--- src/rtl/alu_pkg.sv ---
package alu_pkg;
  localparam int CLASS_W = 2;
  localparam int FUNC_W  = 6;
  localparam int CODE_W  = 3;

  typedef enum logic [CODE_W-1:0] {
    CODE_AND  = 3'b000,
    CODE_OR   = 3'b001,
    CODE_ADD  = 3'b010,
    CODE_NONE = 3'b011,
    CODE_SUB  = 3'b110,
    CODE_SLT  = 3'b111
  } alu_code_e;

  typedef enum logic [CLASS_W-1:0] {
    CLS_ADD   = 2'b00,
    CLS_SUB   = 2'b01,
    CLS_FIELD = 2'b10,
    CLS_RSVD  = 2'b11
  } op_class_e;

  localparam logic [FUNC_W-1:0] FN_ADD = 6'b100000;
  localparam logic [FUNC_W-1:0] FN_SUB = 6'b100010;
  localparam logic [FUNC_W-1:0] FN_AND = 6'b100100;
  localparam logic [FUNC_W-1:0] FN_OR  = 6'b100101;
  localparam logic [FUNC_W-1:0] FN_SLT = 6'b101010;

  // Bit of the code that requests b inversion and carry injection.
  localparam int NEG_BIT = 2;
endpackage

--- src/rtl/alu_ctl_decode.sv ---
module alu_ctl_decode
  import alu_pkg::*;
(
  input  logic [CLASS_W-1:0] op_class,
  input  logic [FUNC_W-1:0]  func,
  output alu_code_e          code
);
  alu_code_e field_code;

  // Second level: function field lookup.
  always_comb begin
    unique case (func)
      FN_ADD:  field_code = CODE_ADD;
      FN_SUB:  field_code = CODE_SUB;
      FN_AND:  field_code = CODE_AND;
      FN_OR:   field_code = CODE_OR;
      FN_SLT:  field_code = CODE_SLT;
      default: field_code = CODE_NONE;
    endcase
  end

  // First level: operation class overrides or defers.
  always_comb begin
    unique case (op_class_e'(op_class))
      CLS_ADD:   code = CODE_ADD;
      CLS_SUB:   code = CODE_SUB;
      CLS_FIELD: code = field_code;
      default:   code = CODE_NONE;
    endcase
  end
endmodule

--- src/rtl/alu_core.sv ---
module alu_core
  import alu_pkg::*;
#(
  parameter int WIDTH = 8
) (
  input  logic [WIDTH-1:0] a,
  input  logic [WIDTH-1:0] b,
  input  alu_code_e        code,
  output logic [WIDTH-1:0] result,
  output logic             zero
);
  localparam int SUM_W = WIDTH + 1;

  logic             negate;
  logic [WIDTH-1:0] b_eff;
  logic [SUM_W-1:0] sum;
  logic [WIDTH-1:0] and_v;
  logic [WIDTH-1:0] or_v;
  logic [WIDTH-1:0] slt_v;

  assign negate = code[NEG_BIT];

  // Per-bit conditional inversion and logic unit.
  for (genvar i = 0; i < WIDTH; i++) begin : g_bit
    assign b_eff[i] = b[i] ^ negate;
    assign and_v[i] = a[i] & b[i];
    assign or_v[i]  = a[i] | b[i];
  end

  // The one shared adder: a + b, or a + ~b + 1.
  assign sum = {1'b0, a} + {1'b0, b_eff} + {{WIDTH{1'b0}}, negate};

  assign slt_v = {{(WIDTH-1){1'b0}}, sum[WIDTH-1]};

  always_comb begin
    unique case (code)
      CODE_AND:            result = and_v;
      CODE_OR:             result = or_v;
      CODE_ADD, CODE_SUB:  result = sum[WIDTH-1:0];
      CODE_SLT:            result = slt_v;
      default:             result = '0;
    endcase
  end

  assign zero = ~|result;
endmodule

--- src/rtl/alu_out_stage.sv ---
module alu_out_stage #(
  parameter int WIDTH = 8
) (
  input  logic             clk,
  input  logic             rst_n,
  input  logic             load,
  input  logic             drain,
  input  logic [WIDTH-1:0] d_result,
  input  logic             d_zero,
  output logic             q_valid,
  output logic [WIDTH-1:0] q_result,
  output logic             q_zero
);
  always_ff @(posedge clk) begin
    if (!rst_n) begin
      q_valid <= 1'b0;
    end else if (load) begin
      q_valid <= 1'b1;
    end else if (drain) begin
      q_valid <= 1'b0;
    end
  end

  always_ff @(posedge clk) begin
    if (!rst_n) begin
      q_result <= '0;
      q_zero   <= 1'b1;
    end else if (load) begin
      q_result <= d_result;
      q_zero   <= d_zero;
    end
  end
endmodule

--- src/rtl/alu_unit.sv ---
module alu_unit
  import alu_pkg::*;
#(
  parameter int WIDTH = 8
) (
  input  logic             clk,
  input  logic             rst_n,
  input  logic             in_valid,
  output logic             in_ready,
  input  logic [1:0]       in_class,
  input  logic [5:0]       in_func,
  input  logic [WIDTH-1:0] in_a,
  input  logic [WIDTH-1:0] in_b,
  output logic             out_valid,
  input  logic             out_ready,
  output logic [WIDTH-1:0] out_result,
  output logic             out_zero
);
  alu_code_e        code;
  logic [WIDTH-1:0] comb_result;
  logic             comb_zero;
  logic             accept;
  logic             drain;

  assign drain    = out_valid & out_ready;
  assign in_ready = ~out_valid | out_ready;
  assign accept   = in_valid & in_ready;

  alu_ctl_decode u_dec (
    .op_class (in_class),
    .func     (in_func),
    .code     (code)
  );

  alu_core #(.WIDTH(WIDTH)) u_core (
    .a      (in_a),
    .b      (in_b),
    .code   (code),
    .result (comb_result),
    .zero   (comb_zero)
  );

  alu_out_stage #(.WIDTH(WIDTH)) u_out (
    .clk      (clk),
    .rst_n    (rst_n),
    .load     (accept),
    .drain    (drain),
    .d_result (comb_result),
    .d_zero   (comb_zero),
    .q_valid  (out_valid),
    .q_result (out_result),
    .q_zero   (out_zero)
  );
endmodule

--- config.mk ---
export PLATFORM = sky130hd
export DESIGN_NAME = alu_unit
export DESIGN_NICKNAME = d
export VERILOG_FILES = /design/src/rtl/alu_pkg.sv /design/src/rtl/alu_ctl_decode.sv /design/src/rtl/alu_core.sv /design/src/rtl/alu_out_stage.sv /design/src/rtl/alu_unit.sv
export SDC_FILE = /design/constraint.sdc
export NUM_CORES = 1
export LEC_CHECK = 0
export ABC_AREA = 1
export ABC_CLOCK_PERIOD_IN_PS = 4350
export CAP_MARGIN = 10
export CORE_ASPECT_RATIO = 0.6
export CORE_UTILIZATION = 50
export CTS_CLUSTER_DIAMETER = 40
export DETAILED_ROUTE_END_ITERATION = 8
export GPL_TIMING_DRIVEN = 0
export HOLD_SLACK_MARGIN = 0.02
export PLACE_DENSITY = 0.93
export SYNTH_ARGS = -nofsm -noshare
export SYNTH_HDL_FRONTEND = slang
export SYNTH_SLANG_ARGS = --single-unit
--- constraint.sdc ---
create_clock -name clk -period 4.35 [get_ports clk]
set_input_delay 0.435 -clock clk [delete_from_list [all_inputs] [get_ports clk]]
set_output_delay 0.435 -clock clk [all_outputs]
set_load 0.02 [all_outputs]
# == Word-level counts from Yosys, hierarchy flattened ==
# Cells that the tools add are included.
# word_totals
ff_bits,10
input_bits,28
# classes
addsub,2
eq_ne,11
n_mux,5
n_bitwise,28
n_reduce_logical,6
# op_table
cell,count
8-bit one-hot mux with 4 select lines,1
6-bit equality test (second input constant),5
3-bit one-hot mux with 5 select lines,1
1-bit AND,10
1-bit OR,9
3-bit one-hot mux with 3 select lines,1
8-bit by 1-bit adder with 8-bit output,1
8-bit adder,1
8-bit OR reduction,1
1-bit bitwise XOR,8
3-bit equality test (second input constant),2
3-bit by 1-bit equality test with 1-bit output (second input constant),1
3-bit by 2-bit equality test with 1-bit output (second input constant),1
3-bit zero test,1
2-bit by 1-bit equality test with 1-bit output (second input constant),1
2-bit equality test (second input constant),1
2-bit zero test,1
1-bit 2-to-1 mux,2
2-bit nonzero test,1
2-bit OR reduction,1
1-bit zero test,1
1-bit inverter,1

# == Longest topological paths before layout ==
# Gate-level depths: netlist of run 1.
# logic_depth
depth_word,9
depth_mapped,19

# == By module ==
# A second synthesis of run 1 with hierarchy kept.
# hier_totals
hier_cells,210
hier_area_um2,1312.5
# by_module_without_submodules
module,n_inst,cells_per_inst,area_each_um2
alu_core,1,126,774.5
alu_out_stage,1,44,362.8
alu_ctl_decode,1,34,147.6
alu_unit,1,6,27.5

# == Least setup slack after synthesis of run 1 ==
# OpenSTA, ideal clock, no wires.
# synth_timing
path_type,input port to flip-flop
from,in in_func[4]
to,reg u_out.q_zero
t_arrival_ps,2325
required_time_ps,4292
path_slack_ps,1967
stages,15
path_buffers,0
cell_sequence,inv_1 > nand2_1 > nor2_1 > nand3_4 > nand2_8 > xor2_1 > fa_1 > a21oi_1 > xor2_1 > nor2_1 > nor2_1 > nand3_1 > nor3_2 > nand3_1 > nand2_1
# synth_between
elab_chain_cells,9
elab_cells_between_ends,26
classes_between,add/sub: 2; eq/ne: 9; mux: 3; bitwise: 8; reduce/logical: 4
# synth_rtl
item,line_no,text
"start, declared",alu_unit.sv:11,"input logic [5:0] in_func,"
6-bit equality test,alu_ctl_decode.sv:12,unique case (func)
3-bit one-hot mux with 5 select lines (*),alu_ctl_decode.sv:12,
3-bit one-hot mux with 3 select lines (*),alu_ctl_decode.sv:24,unique case (op_class_e'(op_class))
1-bit bitwise XOR,alu_core.sv:25,assign b_eff[i] = b[i] ^ negate;
8-bit adder,alu_core.sv:31,"assign sum = {1'b0, a} + {1'b0, b_eff} + {{WIDTH{1'b0}}, negate};"
8-bit by 1-bit adder with 8-bit output,alu_core.sv:31,
8-bit one-hot mux with 4 select lines (*),alu_core.sv:36,unique case (code)
8-bit OR reduction (*),alu_core.sv:45,assign zero = ~|result;
1-bit zero test (*),alu_core.sv:45,
"end signal, assigned",alu_out_stage.sv:30,q_zero <= d_zero;
"end, declared",alu_out_stage.sv:12,output logic q_zero
# Mark *: on every way between the ends. The rest lies on a longest branch, timed or not.
# A chain may end at the register's enable or synchronous reset.

# == Worst setup path after layout of run 1 ==
# layout_timing
from,in in_func[1]
to,reg u_out.q_zero
# Same word-level chain as after synthesis.

==> insert_results.sql, run 1 <==
INSERT INTO impl_metrics (metric_group, metric, value, unit) VALUES
('global_routing', 'grtUsageTotal', '26.17', '%'),
('setup_path', 'worst-endpoint-required', '4.52', 'ns'),
('synthesis', 'synth_top_cells_by_area', 'sky130_fd_sc_hd__dfxtp_1 16%, sky130_fd_sc_hd__nand2_1 12%, sky130_fd_sc_hd__inv_1 11%, sky130_fd_sc_hd__nor2_1 9.4%, sky130_fd_sc_hd__ha_1 8.1%', ''),
('global_routing', 'grt_pass1_vias', '1196', ''),
('place', 'dpl.hpwl', '2653', 'µm'),
('final_layout', 'antennaDiodeCount', '0', ''),
('final_layout', 'areaGrowthSynthToFinish', '37.00', '%'),
('timing', 'timing.fmax', '337.8', 'MHz'),
('synthesis', 'post_synth_num_cell_types', '32', ''),
('power_and_ir_drop', 'p_int', '0.2496', 'mW'),
('drt', 'totalWireLength', '3140', 'µm'),
('drt', 'drt_iter0_drc', '111', ''),
('power_and_ir_drop', 'power.ir.vdd_worst', '0.1681', 'mV'),
('clocking', 'htree_num_levels', '1', ''),
('timing', 'final_critical_path_setup_slack', '1.389', 'ns'),
('synthesis', 'mean_post_synth_cell_area', '6.145', 'µm²'),
('setup_path', 'path_max_fanout', '8', ''),
('drt', 'detail_route.first_pass.iterations', '4', ''),
('synthesis', 'mappedNetlistArea', '0.001241', 'mm²'),
('clocking', 'tritoncts', 'built', ''),
('drt', 'num_vias', '1412', ''),
('synthesis', 'synth.yosys.seq_area_share', '16.13', '%'),
('power_and_ir_drop', 'combinational_group_share_of_total_power', '50.1', '%'),
('floorplanning', 'floorplan.die.height', '40.60', 'µm'),
('drt', 'avgRoutedWirePerCell', '11.50', 'µm'),
('timing', 'setup_viol_count_final', '0', ''),
('synthesis', 'synth_enable_flop_cells', '0', ''),
('final_layout', 'post_route_cells_drive_above_1_share', '8.642', '%'),
('clocking', 'clock_insertion_delay_worst_skew', '0.23', 'ns'),
('hold_path', 'min-delay-path-class', 'register to register', ''),
('setup_path', 'worst_setup_path_end_kind', 'register', ''),
('setup_path', 'critPathKind', 'primary input to register', ''),
('floorplanning', 'die-area', '0.002692', 'mm²'),
('setup_path', 'cell_chain_of_the_critical_path', 'clkdlybuf4s50_1, inv_1, nor2_1, nand3_4, nand2_8, xor2_1, ha_1, nand2_1, nand2_1, a21oi_1, xor2_1, nor2_1, nor2_1, nand3_1, nor3_2, nand3_1, nand2_1', ''),
('final_layout', 'layout_common_cells', '40 x sky130_fd_sc_hd__nand2_1, 38 x sky130_fd_sc_hd__clkdlybuf4s50_1, 36 x sky130_fd_sc_hd__inv_1', ''),
('drt', 'avgViaCountPerCell', '5.172', ''),
('flow_run', 'cap_violations', '0', ''),
('global_routing', 'first_pass_grt_wire_length', '5181', 'µm'),
('setup_path', 'cp_data_arrival_time', '3.14', 'ns'),
('power_and_ir_drop', 'sw_pwr', '0.1457', 'mW'),
('floorplanning', 'initial_core_util', '54.90', '%'),
('setup_path', 'critPathSlowestCell', 'sky130_fd_sc_hd__clkdlybuf4s50_1', ''),
('clocking', 'number_of_buffers_on_the_longest_clock_path', '2', ''),
('power_and_ir_drop', 'seq_power_share', '26.6', '%'),
('synthesis', 'async_flop_share', '0', '%'),
('global_routing', 'grt-ovfl-total', '0', ''),
('drt', 'drc', '0', ''),
('final_layout', 'layout.filler_cells', '188', ''),
('synthesis', 'synth.net_count', '239', ''),
('final_layout', 'layout.cells.most_common', 'sky130_fd_sc_hd__nand2_1', ''),
('clocking', 'clkSlewWorstSetupHoldPaths', '0.04', 'ns'),
('clocking', 'cts.sinks', '10', ''),
('clocking', 'cts_root_buffer', 'sky130_fd_sc_hd__clkbuf_8', ''),
('final_layout', 'finalNetCount', '282', ''),
('final_layout', 'finalInstanceArea', '0.001700', 'mm²'),
('global_routing', 'antenna_found_initial', '0', ''),
('setup_path', 'crit_path_start_kind', 'primary input', ''),
('timing', 'tns', '0', 'ns'),
('place', 'globalplace.congestion', '0.9509', ''),
('synthesis', 'synth_warnings', '0', ''),
('clocking', 'cts.repair_timing.setup_buffer_count', '0', ''),
('timing', 'number_of_endpoints_with_negative_hold_slack_in_the_final_report', '0', ''),
('floorplanning', 'floorplan.io_pins', '39', ''),
('clocking', 'post_cts_resize_count', '0', ''),
('timing', 'rsz0062_at_grt', 'no', ''),
('outcome', 'status', 'finished clean', ''),
('floorplanning', 'floorplan.core_area', '0.002261', 'mm²'),
('timing', 'worst_clock_skew', '0.0005432', 'ns'),
('timing', 'timing.slew.headroom', '73.62', '%'),
('synthesis', 'dominantRegCellSynth', 'sky130_fd_sc_hd__dfxtp_1', ''),
('timing', 'worst_pin_slew', '0.3957', 'ns');
[state kept, by name, summed over array words and instances, names as in the netlist]
register / flops
u_out.q_result: 8
u_out.q_valid: 1
u_out.q_zero: 1
[per-layer routing]
metal	up-vias	GRT usage [%]	part of all wire, %
met5	-	0	0
met4	0	1.064	0.25
met3	2	5.398	11
met2	62	38.52	40
met1	617	40.10	49
li1	731	-	-
[tightest hold or removal path, delay by kind of cell (launching register included)]
kind	cells	cell delay (ns)
flops	1	0.33
simple gates	1	0.06
compound gates	1	0.07
[path summary, 6_finish.rpt]
| check | startpoint | to | slack [ns] | cells after the start |
|---|---|---|---|---|
| min reg2reg | u_out.q_zero$_SDFFE_PN1P_ | u_out.q_zero$_SDFFE_PN1P_ | 0.49 | 2 |
| max | in_func[1] | u_out.q_zero$_SDFFE_PN1P_ | 1.39 | 17 |
| max reg2reg | u_out.q_valid$_SDFFE_PN0P_ | u_out.q_result[3]$_SDFFE_PN0P_ | 2.91 | 7 |
| min | u_out.q_zero$_SDFFE_PN1P_ | u_out.q_zero$_SDFFE_PN1P_ | 0.49 | 2 |
[logic make-up (layout without fill, tap and decap cells)]
kind of cell             after synthesis  after routing  synth area share, %
AO/OA/AOI/OAI                         23             23                10.69
XOR/XNOR                               9              9                6.956
adder cells (fa/ha/maj)                9              9                9.678
buffers and inverters                 38             79                11.49
flip-flops                            10             10                16.13
AND/OR/NAND/NOR                      113            113                45.06
[cells in the mapped netlist, types with 4 or more instances]
cell / number
sky130_fd_sc_hd__nand4_1: 4
sky130_fd_sc_hd__o21ai_0: 5
sky130_fd_sc_hd__o211ai_1: 4
sky130_fd_sc_hd__a21oi_1: 8
sky130_fd_sc_hd__xor2_1: 7
sky130_fd_sc_hd__nor2_1: 31
sky130_fd_sc_hd__ha_1: 8
sky130_fd_sc_hd__nand3_2: 4
sky130_fd_sc_hd__nand3_1: 20
sky130_fd_sc_hd__nand2_1: 40
sky130_fd_sc_hd__dfxtp_1: 10
sky130_fd_sc_hd__inv_1: 36
[layout make-up]
type,instances,area [µm²],area share (%)
flip-flops and latches,10,200.2,11.77
repair buffers,38,380.4,22.37
plain buffers,1,3.754,0.2208
inverters,37,138.9,8.168
multi-input cells,154,898.4,52.83
well taps,30,37.54,2.208
clock buffers,3,41.29,2.428
[per-stage QoR]
stage               instances  util (%)  power [mW]  hold slack (ns)
floorplan                 202         -      0.2297           0.5802
global placement          270     73.38      0.2980           0.4594
detailed placement        270     73.38      0.3019           0.4641
CTS                       273     75.21      0.3957           0.4848
global route              273     75.21      0.4267           0.5203
finish                    273     75.21      0.3953           0.4905
[power groups by stage]
| stage | Clock (mW) | Sequential [mW] | Combinational (mW) |
|---|---|---|---|
| 2_1_floorplan | 0 | 0.117 | 0.112 |
| 3_3_place_gp | 0 | 0.106 | 0.192 |
| 3_5_place_dp | 0 | 0.107 | 0.195 |
| 4_1_cts | 0.0942 | 0.105 | 0.196 |
| 5_1_grt | 0.0977 | 0.106 | 0.223 |
| 6_report | 0.0921 | 0.105 | 0.198 |
(Power assumes the default switching activity.)
==> inputs of run 2 (changes only) <==
--- a/config.mk
+++ b/config.mk
@@ -6,15 +6,15 @@
 export NUM_CORES = 1
 export LEC_CHECK = 0
 export ABC_AREA = 1
-export ABC_CLOCK_PERIOD_IN_PS = 4350
+export ABC_CLOCK_PERIOD_IN_PS = 3000
 export CAP_MARGIN = 10
 export CORE_ASPECT_RATIO = 0.6
-export CORE_UTILIZATION = 50
+export CORE_UTILIZATION = 47
 export CTS_CLUSTER_DIAMETER = 40
 export DETAILED_ROUTE_END_ITERATION = 8
 export GPL_TIMING_DRIVEN = 0
 export HOLD_SLACK_MARGIN = 0.02
-export PLACE_DENSITY = 0.93
+export PLACE_DENSITY = 0.89
 export SYNTH_ARGS = -nofsm -noshare
 export SYNTH_HDL_FRONTEND = slang
 export SYNTH_SLANG_ARGS = --single-unit
==> constraint.sdc (replaced) <==
create_clock -name clk -period 3 [get_ports clk]
set_input_delay 0.3 -clock clk [delete_from_list [all_inputs] [get_ports clk]]
set_output_delay 0.3 -clock clk [all_outputs]
set_load 0.02 [all_outputs]
==> insert_results.sql, run 2 (same netlist as run 1, synthesis figures left out) <==
INSERT INTO impl_metrics (metric_group, metric, value, unit) VALUES
('final_layout', 'areaGrowthSynthToFinish', '37.20', '%'),
('setup_path', 'crit-reg2reg-capture', 'u_out.q_result[3]$_SDFFE_PN0P_', ''),
('place', 'dpl.hpwl', '2635', 'µm'),
('power_and_ir_drop', 'fin_total_pwr', '0.5803', 'mW'),
('flow_run', 'cap_violations', '0', ''),
('place', 'placement.cell_area', '0.001662', 'mm²'),
('timing', 'worst_clock_skew', '0.0009487', 'ns'),
('timing', 'layout_worst_path_cycle_share', '95.02', '%'),
('final_layout', 'biggestRegsByFlops', 'u_out.q_result (8), u_out.q_valid (1), u_out.q_zero (1)', ''),
('setup_path', 'cell_chain_of_the_critical_path', 'clkdlybuf4s50_1, inv_2, nor2_4, nand3_4, nand2_8, xor2_1, ha_1, nand2_1, nand2_1, a21oi_1, xor2_1, nor2_1, nor2_1, nand3_1, nor3_2, nand3_1, nand2_1', ''),
('final_layout', 'largest_register_ff_count', '8', ''),
('power_and_ir_drop', 'power.clock.fraction', '23.4', '%'),
('outcome', 'status', 'finished clean', ''),
('clocking', 'cts.repair_timing.setup_buffer_count', '0', ''),
('setup_path', 'timing.reg2reg.worst_path_depth', '7', ''),
('setup_path', 'crit_path_start_kind', 'primary input', ''),
('power_and_ir_drop', 'p_sw_share', '37.57', '%'),
('power_and_ir_drop', 'sw_pwr', '0.2180', 'mW'),
('timing', 'rsz0062_at_grt', 'no', ''),
('hold_path', 'min-delay-path-class', 'register to register', ''),
('global_routing', 'grt-ovfl-total', '0', ''),
('floorplanning', 'die_w', '68.34', 'µm'),
('final_layout', 'multi_input_area', '898.4', 'µm²'),
('global_routing', 'grtUsageTotal', '24.35', '%'),
('setup_path', 'worstReg2RegStart', 'u_out.q_valid$_SDFFE_PN0P_', ''),
('clocking', 'tritoncts', 'built', ''),
('clocking', 'cts_root_buffer', 'sky130_fd_sc_hd__clkbuf_8', ''),
('floorplanning', 'floorplan.io_pins', '39', ''),
('floorplanning', 'placement_row_count', '14', ''),
('drt', 'drt_iter0_drc', '127', ''),
('setup_path', 'worst_setup_path_end_kind', 'register', ''),
('clocking', 'cts-buffers-inserted', '3', ''),
('global_routing', 'grt_pass1_vias', '1184', ''),
('setup_path', 'cp_common_cell', 'sky130_fd_sc_hd__nand2_1', ''),
('timing', 'tns', '0', 'ns'),
('clocking', 'number_of_buffers_on_the_longest_clock_path', '2', ''),
('floorplanning', 'floorplan.core_area', '0.002505', 'mm²'),
('drt', 'totalWireLength', '3162', 'µm'),
('setup_path', 'worst-endpoint-required', '3.18', 'ns'),
('setup_path', 'cp_num_cells', '17', ''),
('drt', 'avgRoutedWirePerCell', '11.50', 'µm'),
('timing', 'setup_viol_count_final', '0', ''),
('power_and_ir_drop', 'p_int', '0.3623', 'mW'),
('timing', 'number_of_endpoints_with_negative_hold_slack_in_the_final_report', '0', ''),
('timing', 'fin_crit', '2.851', 'ns'),
('timing', 'worst_pin_slew', '0.4392', 'ns'),
('floorplanning', 'die-area', '0.002857', 'mm²'),
('final_layout', 'register_area', '200.2', 'µm²'),
('final_layout', 'antennaDiodeCount', '0', ''),
('timing', 'timing.fmax', '350.8', 'MHz'),
('setup_path', 'cp_num_buf_inv', '2', ''),
('floorplanning', 'floorplan.die.height', '41.81', 'µm'),
('global_routing', 'antenna_found_initial', '0', ''),
('drt', 'detail_route.first_pass.iterations', '6', ''),
('setup_path', 'critPathKind', 'primary input to register', ''),
('power_and_ir_drop', 'combinational_group_share_of_total_power', '50.4', '%'),
('drt', 'drc', '0', ''),
('drt', 'route.antenna.remaining_nets', '0', ''),
('global_routing', 'grt_start_max_net_pins', '11', ''),
('final_layout', 'top_register', 'u_out.q_result', ''),
('timing', 'timing.slew.headroom', '70.72', '%'),
('clocking', 'clkSlewWorstSetupHoldPaths', '0.04', 'ns'),
('power_and_ir_drop', 'seq_power_share', '26.2', '%'),
('setup_path', 'slowest_delay', '0.57', 'ns'),
('power_and_ir_drop', 'power_density', '340.8', 'mW/mm²'),
('global_routing', 'first_pass_grt_wire_length', '5188', 'µm'),
('setup_path', 'cp-endpoint', 'u_out.q_zero$_SDFFE_PN1P_', ''),
('timing', 'hold_ws', '0.4828', 'ns'),
('setup_path', 'setup.reg_to_reg.worst_slack', '1.51', 'ns'),
('place', 'buffer_ports.inserted', '38', ''),
('floorplanning', 'initial_core_util', '49.55', '%'),
('clocking', 'cts_hold_buf', '0', ''),
('setup_path', 'worst_setup_path_startpoint', 'in_class[1]', ''),
('setup_path', 'path_max_fanout', '8', ''),
('final_layout', 'finalInstanceArea', '0.001703', 'mm²'),
('clocking', 'cts.sinks', '10', ''),
('clocking', 'post_cts_resize_count', '0', ''),
('timing', 'timing_max_transition_violations_final', '0', ''),
('clocking', 'htree_num_levels', '1', ''),
('final_layout', 'layout_common_cells', '40 x sky130_fd_sc_hd__nand2_1, 38 x sky130_fd_sc_hd__clkdlybuf4s50_1, 36 x sky130_fd_sc_hd__inv_1', ''),
('clocking', 'clock_insertion_delay_worst_skew', '0.23', 'ns'),
('final_layout', 'finalNetCount', '282', ''),
('final_layout', 'post_route_cells_drive_above_1_share', '8.642', '%'),
('power_and_ir_drop', 'power.ir.vdd_worst', '0.2313', 'mV'),
('setup_path', 'cp_data_arrival_time', '3.03', 'ns'),
('drt', 'num_vias', '1412', ''),
('final_layout', 'layout.filler_cells', '224', ''),
('final_layout', 'layout.cells.most_common', 'sky130_fd_sc_hd__nand2_1', ''),
('setup_path', 'worst_path_dominant_cell_family', 'simple AND/OR/NAND/NOR gates', ''),
('setup_path', 'critPathSlowestCell', 'sky130_fd_sc_hd__clkdlybuf4s50_1', ''),
('drt', 'avgViaCountPerCell', '5.135', ''),
('power_and_ir_drop', 'power.leakage', '0.8962', 'nW'),
('place', 'globalplace.congestion', '0.9135', ''),
('final_layout', 'end_of_flow_core_utilization', '67.98', '%');
-- run 2: area by class of cell --
type | count | area share (%)
multi-input combinational | 154 | 52.76
timing repair buffer | 38 | 22.34
sequential | 10 | 11.76
inverter | 37 | 8.156
clock buffer | 3 | 2.425
tap | 32 | 2.351
buffer | 1 | 0.2204
-- run 2: power groups by stage --
stage | clock [mW] | combinational, mW | sequential (mW)
floorplan | 0 | 0.163 | 0.170
detailed placement | 0 | 0.286 | 0.155
finish | 0.136 | 0.293 | 0.152
global route | 0.145 | 0.322 | 0.154
global placement | 0 | 0.280 | 0.154
CTS | 0.138 | 0.288 | 0.152
-- run 2: worst min-delay path by stage --
stage / startpoint / slack [ns] / depth (start not counted) / to
floorplan: rst_n / 0.45 / 2 / u_out.q_result[3]$_SDFFE_PN0P_
global placement: u_out.q_zero$_SDFFE_PN1P_ / 0.46 / 2 / u_out.q_zero$_SDFFE_PN1P_
detailed placement: u_out.q_zero$_SDFFE_PN1P_ / 0.46 / 2 / u_out.q_zero$_SDFFE_PN1P_
CTS: u_out.q_zero$_SDFFE_PN1P_ / 0.48 / 2 / u_out.q_zero$_SDFFE_PN1P_
global route: u_out.q_result[3]$_SDFFE_PN0P_ / 0.53 / 2 / u_out.q_result[3]$_SDFFE_PN0P_
finish: u_out.q_zero$_SDFFE_PN1P_ / 0.48 / 2 / u_out.q_zero$_SDFFE_PN1P_
-- run 2: routing by layer --
layer / GRT usage (%) / routed length [µm] / vias to the layer above
met1: 36.58 / 1577 / 615
met3: 5.495 / 247 / 6
met2: 35.10 / 1320 / 61
met4: 4.583 / 17 / 0
met5: 0 / 0 / -
li1: - / - / 730
-- run 2: worst reg2reg max path: stages, from the launching register on --
cell and delay, ns:
sky130_fd_sc_hd__dfxtp_1 0.30, sky130_fd_sc_hd__nand2_1 0.10, sky130_fd_sc_hd__nand2_1 0.16, sky130_fd_sc_hd__inv_1 0.14
sky130_fd_sc_hd__clkbuf_1 0.37, sky130_fd_sc_hd__nand3_1 0.14, sky130_fd_sc_hd__o211ai_1 0.12, sky130_fd_sc_hd__inv_1 0.05
-- run 2: through the flow --
stage,std cells,worst slack (ns)
detailed placement,272,-0.06628
global route,275,0.009574
global placement,272,-0.02888
CTS,275,0.1708
finish,275,0.1494
floorplan,202,0.7517
==> inputs of run 3 (changes only) <==
--- a/config.mk
+++ b/config.mk
@@ -6,15 +6,15 @@
 export NUM_CORES = 1
 export LEC_CHECK = 0
 export ABC_AREA = 1
-export ABC_CLOCK_PERIOD_IN_PS = 3000
+export ABC_CLOCK_PERIOD_IN_PS = 3420
 export CAP_MARGIN = 10
 export CORE_ASPECT_RATIO = 0.6
-export CORE_UTILIZATION = 47
+export CORE_UTILIZATION = 50
 export CTS_CLUSTER_DIAMETER = 40
 export DETAILED_ROUTE_END_ITERATION = 8
 export GPL_TIMING_DRIVEN = 0
 export HOLD_SLACK_MARGIN = 0.02
-export PLACE_DENSITY = 0.89
+export PLACE_DENSITY = 0.93
 export SYNTH_ARGS = -nofsm -noshare
 export SYNTH_HDL_FRONTEND = slang
 export SYNTH_SLANG_ARGS = --single-unit
==> constraint.sdc (replaced) <==
create_clock -name clk -period 3.42 [get_ports clk]
set_input_delay 0.342 -clock clk [delete_from_list [all_inputs] [get_ports clk]]
set_output_delay 0.342 -clock clk [all_outputs]
set_load 0.02 [all_outputs]
==> results of run 3 <==
The final DEF is identical to that of run 1. Status: finished clean.
Among the figures that moved: setup slack after placement 1.198 ns -> 0.3613 ns; setup slack after layout 1.389 ns -> 0.5525 ns; register-to-register setup slack 2.91 ns -> 1.98 ns; total power 0.3953 mW -> 0.5028 mW; worst IR drop on VDD 0.1681 mV -> 0.2138 mV
